**src/rtl/itb_pkg.sv**
```systemverilog
package itb_pkg;
   localparam int CB_MODE   = 0;
   localparam int CB_DOWN   = 1;
   localparam int CB_GEN    = 2;
   localparam int CB_CAPT   = 3;
   localparam int CB_RELOAD = 4;
   localparam int CB_LOADB  = 5;
   localparam int CB_IE     = 6;
   localparam int CB_EN     = 7;
   localparam int CB_FLAG   = 8;
   localparam int CB_PWM    = 9;
   localparam int CB_ALL    = 10;
   localparam int CTRL_BITS = 11;

   typedef enum logic [1:0] {
      SEL_CTRL  = 2'd0,
      SEL_LOAD  = 2'd1,
      SEL_COUNT = 2'd2,
      SEL_NONE  = 2'd3
   } reg_sel_e;
endpackage

```
**src/rtl/itb_decode.sv**
```systemverilog
module itb_decode
   import itb_pkg::*;
#(
   parameter int NUM_CH = 4,
   parameter int ADDR_W = 8,
   localparam int IDX_W = ADDR_W - 2
) (
   input  logic              sel_i,
   input  logic [ADDR_W-1:0] addr_i,
   output logic [NUM_CH-1:0] ch_match_o,
   output reg_sel_e          rsel_o,
   output logic              in_range_o
);
   logic [IDX_W-1:0] idx;

   assign idx        = addr_i[ADDR_W-1:2];
   assign rsel_o     = reg_sel_e'(addr_i[1:0]);
   assign in_range_o = ({1'b0, idx} < (IDX_W+1)'(NUM_CH)) && (rsel_o != SEL_NONE);

   for (genvar i = 0; i < NUM_CH; i++) begin : g_match
      assign ch_match_o[i] = sel_i && in_range_o && (idx == IDX_W'(i));
   end
endmodule

```
**src/rtl/itb_channel.sv**
```systemverilog
module itb_channel
   import itb_pkg::*;
#(
   parameter int CNT_W = 32
) (
   input  logic             clk,
   input  logic             rst_n,
   input  logic             wr_ctrl_i,
   input  logic             wr_load_i,
   input  logic [CNT_W-1:0] wdata_i,
   output logic [CNT_W-1:0] ctrl_word_o,
   output logic [CNT_W-1:0] load_o,
   output logic [CNT_W-1:0] count_o,
   output logic             irq_req_o
);
   logic [CTRL_BITS-1:0] ctrl_q;
   logic                 flag_q;
   logic                 run_q;
   logic [CNT_W-1:0]     load_q;
   logic [CNT_W-1:0]     cnt_q;
   logic                 step;
   logic                 at_term;
   logic                 hit;
   logic                 down;

   assign down    = ctrl_q[CB_DOWN];
   assign step    = run_q && ctrl_q[CB_EN];
   assign at_term = down ? (cnt_q == '0) : (cnt_q == '1);
   assign hit     = step && at_term;

   always_ff @(posedge clk) begin
      if (!rst_n) begin
         ctrl_q <= '0;
         run_q  <= 1'b0;
         cnt_q  <= '0;
      end else if (wr_ctrl_i) begin
         ctrl_q          <= wdata_i[CTRL_BITS-1:0];
         ctrl_q[CB_FLAG] <= 1'b0;
         if (wdata_i[CB_EN]) begin
            cnt_q <= load_q;
            run_q <= 1'b1;
         end else begin
            run_q <= 1'b0;
         end
      end else if (step) begin
         if (at_term) begin
            if (ctrl_q[CB_RELOAD]) cnt_q <= load_q;
            else                   run_q <= 1'b0;
         end else if (down) begin
            cnt_q <= cnt_q - 1'b1;
         end else begin
            cnt_q <= cnt_q + 1'b1;
         end
      end
   end

   always_ff @(posedge clk) begin
      if (!rst_n)         load_q <= '0;
      else if (wr_load_i) load_q <= wdata_i;
   end

   always_ff @(posedge clk) begin
      if (!rst_n)                               flag_q <= 1'b0;
      else if (hit)                             flag_q <= 1'b1;
      else if (wr_ctrl_i && wdata_i[CB_FLAG])   flag_q <= 1'b0;
   end

   always_comb begin
      ctrl_word_o                  = '0;
      ctrl_word_o[CTRL_BITS-1:0]   = ctrl_q;
      ctrl_word_o[CB_FLAG]         = flag_q;
   end

   assign load_o    = load_q;
   assign count_o   = cnt_q;
   assign irq_req_o = flag_q && ctrl_q[CB_IE];

   AST_DOWN_STEP: assert property (@(posedge clk) disable iff (!rst_n)
      step && down && !at_term && !wr_ctrl_i |=> cnt_q == $past(cnt_q) - 1'b1);
   AST_UP_STEP: assert property (@(posedge clk) disable iff (!rst_n)
      step && !down && !at_term && !wr_ctrl_i |=> cnt_q == $past(cnt_q) + 1'b1);
   AST_RELOAD_ON_HIT: assert property (@(posedge clk) disable iff (!rst_n)
      hit && ctrl_q[CB_RELOAD] && !wr_ctrl_i |=> cnt_q == $past(load_q));
   AST_PARK_AT_TERM: assert property (@(posedge clk) disable iff (!rst_n)
      hit && !ctrl_q[CB_RELOAD] && !wr_ctrl_i |=> $stable(cnt_q) && !step);
   AST_FROZEN: assert property (@(posedge clk) disable iff (!rst_n)
      !step && !wr_ctrl_i |=> $stable(cnt_q));
   AST_FLAG_ONLY_HW: assert property (@(posedge clk) disable iff (!rst_n)
      !flag_q |=> !flag_q || $past(hit));
endmodule

```
**src/rtl/itb_irq_merge.sv**
```systemverilog
module itb_irq_merge #(
   parameter int NUM_CH  = 4,
   parameter bit IRQ_REG = 1'b1
) (
   input  logic              clk,
   input  logic              rst_n,
   input  logic [NUM_CH-1:0] req_i,
   output logic              irq_o
);
   logic any_req;

   assign any_req = |req_i;

   if (IRQ_REG) begin : g_reg
      logic irq_q;
      always_ff @(posedge clk) begin
         if (!rst_n) irq_q <= 1'b0;
         else        irq_q <= any_req;
      end
      assign irq_o = irq_q;
   end else begin : g_comb
      assign irq_o = rst_n && any_req;
   end
endmodule

```
**src/rtl/interval_timer_bank.sv**
```systemverilog
module interval_timer_bank
   import itb_pkg::*;
#(
   parameter int NUM_CH  = 4,
   parameter int ADDR_W  = 8,
   parameter int CNT_W   = 32,
   parameter bit IRQ_REG = 1'b1
) (
   input  logic              clk,
   input  logic              rst_n,
   input  logic              bus_sel,
   input  logic              bus_we,
   input  logic [ADDR_W-1:0] bus_addr,
   input  logic [CNT_W-1:0]  bus_wdata,
   output logic [CNT_W-1:0]  bus_rdata,
   output logic              irq_o
);
   localparam int IDX_W    = ADDR_W - 2;
   localparam int IRQ_LAG  = IRQ_REG ? 2 : 1;

   if (NUM_CH < 1) begin : g_chk_n
      $error("NUM_CH must be at least 1");
   end
   if (CNT_W < CTRL_BITS) begin : g_chk_w
      $error("CNT_W too narrow for the control word");
   end
   if (ADDR_W < 3 || NUM_CH > (1 << IDX_W)) begin : g_chk_a
      $error("ADDR_W cannot address NUM_CH channels");
   end

   logic [NUM_CH-1:0] ch_match;
   reg_sel_e          rsel;
   logic              in_range;
   logic [NUM_CH-1:0] irq_req;
   logic [CNT_W-1:0]  ch_ctrl  [NUM_CH];
   logic [CNT_W-1:0]  ch_load  [NUM_CH];
   logic [CNT_W-1:0]  ch_count [NUM_CH];

   itb_decode #(.NUM_CH(NUM_CH), .ADDR_W(ADDR_W)) u_decode (
      .sel_i      (bus_sel),
      .addr_i     (bus_addr),
      .ch_match_o (ch_match),
      .rsel_o     (rsel),
      .in_range_o (in_range)
   );

   for (genvar i = 0; i < NUM_CH; i++) begin : g_ch
      itb_channel #(.CNT_W(CNT_W)) u_ch (
         .clk         (clk),
         .rst_n       (rst_n),
         .wr_ctrl_i   (ch_match[i] && bus_we && (rsel == SEL_CTRL)),
         .wr_load_i   (ch_match[i] && bus_we && (rsel == SEL_LOAD)),
         .wdata_i     (bus_wdata),
         .ctrl_word_o (ch_ctrl[i]),
         .load_o      (ch_load[i]),
         .count_o     (ch_count[i]),
         .irq_req_o   (irq_req[i])
      );
   end

   always_comb begin
      bus_rdata = '0;
      for (int i = 0; i < NUM_CH; i++) begin
         if (ch_match[i]) begin
            case (rsel)
               SEL_CTRL:  bus_rdata = ch_ctrl[i];
               SEL_LOAD:  bus_rdata = ch_load[i];
               SEL_COUNT: bus_rdata = ch_count[i];
               default:   bus_rdata = '0;
            endcase
         end
      end
   end

   itb_irq_merge #(.NUM_CH(NUM_CH), .IRQ_REG(IRQ_REG)) u_irq (
      .clk   (clk),
      .rst_n (rst_n),
      .req_i (irq_req),
      .irq_o (irq_o)
   );

   AST_UNMAPPED_ZERO: assert property (@(posedge clk) disable iff (!rst_n)
      bus_sel && !in_range |-> bus_rdata == '0);
   AST_IRQ_FALL_ON_WRITE: assert property (@(posedge clk) disable iff (!rst_n)
      $fell(irq_o) |-> $past(bus_sel && bus_we, IRQ_LAG));
   AST_ONE_CHANNEL: assert property (@(posedge clk) disable iff (!rst_n)
      $onehot0(ch_match));
endmodule

```
**config.mk**
```make
export PLATFORM = sky130hd
export DESIGN_NAME = interval_timer_bank
export DESIGN_NICKNAME = d
export VERILOG_FILES = /design/src/rtl/itb_pkg.sv /design/src/rtl/itb_decode.sv /design/src/rtl/itb_channel.sv /design/src/rtl/itb_irq_merge.sv /design/src/rtl/interval_timer_bank.sv
export SDC_FILE = /design/constraint.sdc
export NUM_CORES = 1
export LEC_CHECK = 0
export BUFFER_PORTS_ARGS = -buffer_cell sky130_fd_sc_hd__buf_2
export CAP_MARGIN = 20
export CORE_MARGIN = 3
export CORE_UTILIZATION = 60
export DETAILED_ROUTE_END_ITERATION = 8
export GPL_TIMING_DRIVEN = 1
export PLACE_DENSITY = 0.89
export SETUP_SLACK_MARGIN = 0.3
export SLEW_MARGIN = 15
export SYNTH_ARGS = -nofsm -noshare
export SYNTH_HDL_FRONTEND = slang
export SYNTH_HIERARCHICAL = 1
export SYNTH_SLANG_ARGS = --single-unit
```
**constraint.sdc**
```tcl
create_clock -name clk -period 7.5 [get_ports clk]
set_input_delay 0.375 -clock clk [delete_from_list [all_inputs] [get_ports clk]]
set_output_delay 0.375 -clock clk [all_outputs]
set_load 0.01 [all_outputs]
```
==> flow_summary.yaml <==
logic_synthesis:
  post_synth_instance_area_mm2: 0.0248
  ys_warn_count: 6
  synth_area_per_cell_um2: 7.90
  netlist_instances: 3144
critical_path:
  timing.critical_path.max_delay_family: "simple AND/OR/NAND/NOR gates"
  timing.critical_path.to_type: "flip-flop"
  cpMaxStageDelayCell: "and3_1"
  path_common_cell: "buf_4"
  max_stage_delay_ps: 760
  timing.critical_path.arrival_ps: 4280
  crit_fanout: 66
  crit_path_required_time_ps: 7930
  critPathKind: "in -> reg"
  critical_path.cell_chain: "buf_2 -> or4_4 -> nor4b_4 -> buf_4 -> and3_1 -> nand2_1 -> o21ai_2 -> buf_4 -> o311ai_0 -> o211a_1"
  cp_num_buf_inv: 3
  startpoint_type: "input port"
clock_tree:
  post-cts-setup-buffers: 0
  worst_skew_pair.late_latency_ps: 540
  postCtsResizedCells: 0
  clk_transition_reported_paths_ps: 60
  numCtsBuffers: 35
  clock_tree.buffer_depth: 3
  cts_max_level: 2
  cts_hold_buffers: 0
  root_driver: "clkbuf_16"
  numClockSinks: 305
  tritoncts: "done"
drt:
  post_drt_wl_per_cell_um: 23.7
  drt.antenna.violating_nets: 0
  via_count: 24841
  drt_first_iter_violations: 3903
  postRouteWirelength_mm: 85.6
  detail_route.vias_per_cell: 6.87
  pre_antenna_drt_iters: 9
  drc: 1
status:
  violations: "design-rule violations"
  run_status: "complete, but fails checks"
cells_and_area:
  layout_common_cells: "dfxtp_1 (305), mux2i_1 (271), a21oi_1 (250)"
  design_area_mm2: 0.0260
  fin_cells: 3616
  multiInputGateArea_mm2: 0.0170
  growth_of_design_area_from_synthesis_to_finish_pct: 4.65
  final_net_count: 3232
  nFillCells: 3361
  storage_cell_area_mm2: 0.00611
  leading_cell_type_in_the_layout_fill_and_taps_excluded: "dfxtp_1"
  final_layout_size_suffix_gt1_frac: 0.0864
sta:
  worst_slew_margin_rel: 0.251
  setup_viol_count_final: 0
  grt_setup_unrepaired: "false"
  final.min_clock_period_ps: 3860
  min_period_over_period: 0.514
  fmaxAchievable_ghz: 0.259
  final_worst_setup_slack_ps: 3640
  maxSlewViolCount: 0
  timing_hold_violations_final: 0
  holdWs_ps: 231
  setup-tns-final_ps: 0
  clock-skew-final_ps: 17.4
  tightest_slew_ps: 1120
power:
  vdd.ir_drop.worst_mv: 0.132
  pwr-share-comb: 0.058
  p_int_mw: 2.82
  switchingPower_mw: 0.891
  seq_power_share: 0.437
  powerDensity_mw_per_mm2: 143
  clockPowerShare: 0.505
  power.leakage_nw: 10.5
  switching_share: 0.240
min_path:
  hold_path.class: "in -> reg"
job:
  maxCapViolations: 0
placed_design:
  place_worst_setup_slack_ps: 3220
  placedCellCount: 3552
  detailedPlacementHpwl_mm: 60.8
  placed_area_mm2: 0.0247
  portBuffers: 76
  routabilityCongestion: 0.987
global_routing:
  first_pass_grt_wire_length_mm: 130
  grt_util_all_layers: 0.367
  first_global_vias: 22806
  grt_max_degree: 220
  globalRoute.totalOverflow: 0
  antenna_violations_before_repair: 3
floorplanning:
  design.die.area_mm2: 0.0439
  top_level_ports: 77
  core_region_area_mm2: 0.0403
  floorplan.initialDensity: 0.617
  cell_row_count: 73
  die_x_um: 209
  die_height_um: 209
-- cell type report --
type	count	share of cell area
Antenna cell	1	0.0000962
Inverter	113	0.0163
Multi-Input combinational cell	2509	0.652
Tap cell	525	0.0253
Sequential cell	305	0.235
Clock buffer	43	0.0376
Timing Repair Buffer	100	0.0230
Clock inverter	20	0.0104
-- final timing paths --
kind	startpoint	endpoint	slack, ps	cells past startpoint
setup / recovery	bus_addr[6]	g_ch[1].u_ch/count_o[6]$_SDFFE_PN0P_	3640	10
setup reg to reg	g_ch[2].u_ch/ctrl_q[1]$_SDFFE_PN0P_	g_ch[2].u_ch/count_o[29]$_SDFFE_PN0P_	4090	10
hold reg to reg	g_ch[3].u_ch/ctrl_q[2]$_SDFFE_PN0P_	g_ch[3].u_ch/ctrl_q[2]$_SDFFE_PN0P_	510	2
hold / removal	rst_n	g_ch[0].u_ch/count_o[0]$_SDFFE_PN0P_	230	3
-- worst min-delay path: cells and delay by family --
family | cells | cell delay [ps]
compound gates | 1 | 30
buf+inv | 1 | 190
simple gates | 1 | 90
-- registers in the layout, summed over array words and instances, names as in the netlist --
signal,cells
g_ch.u_ch/count_o,128
g_ch.u_ch/load_o,128
g_ch.u_ch/run_q,4
g_ch.u_ch/flag_q,4
g_ch.u_ch/ctrl_q,40
u_irq/irq_o,1
-- through the flow --
stage / util / power (mW)
2_1_floorplan: - / 1.81
3_3_place_gp: 0.614 / 1.86
3_5_place_dp: 0.614 / 1.86
4_1_cts: 0.645 / 3.69
5_1_grt: 0.645 / 3.78
6_report: 0.645 / 3.71
-- per-layer routing --
layer	wire [µm]	GRT usage
met1	34600	0.499
met2	35600	0.546
met3	10500	0.0949
met4	4930	0.170
met5	20	0
-- power groups by stage --
stage / combinational, mW / sequential (mW) / clock [mW]
detailed placement: 0.200 / 1.66 / 0
finish: 0.214 / 1.62 / 1.87
CTS: 0.201 / 1.62 / 1.86
floorplan: 0.154 / 1.66 / 0
global route: 0.219 / 1.62 / 1.94
global placement: 0.199 / 1.66 / 0
No activity file was read; power rests on OpenSTA's default activity.
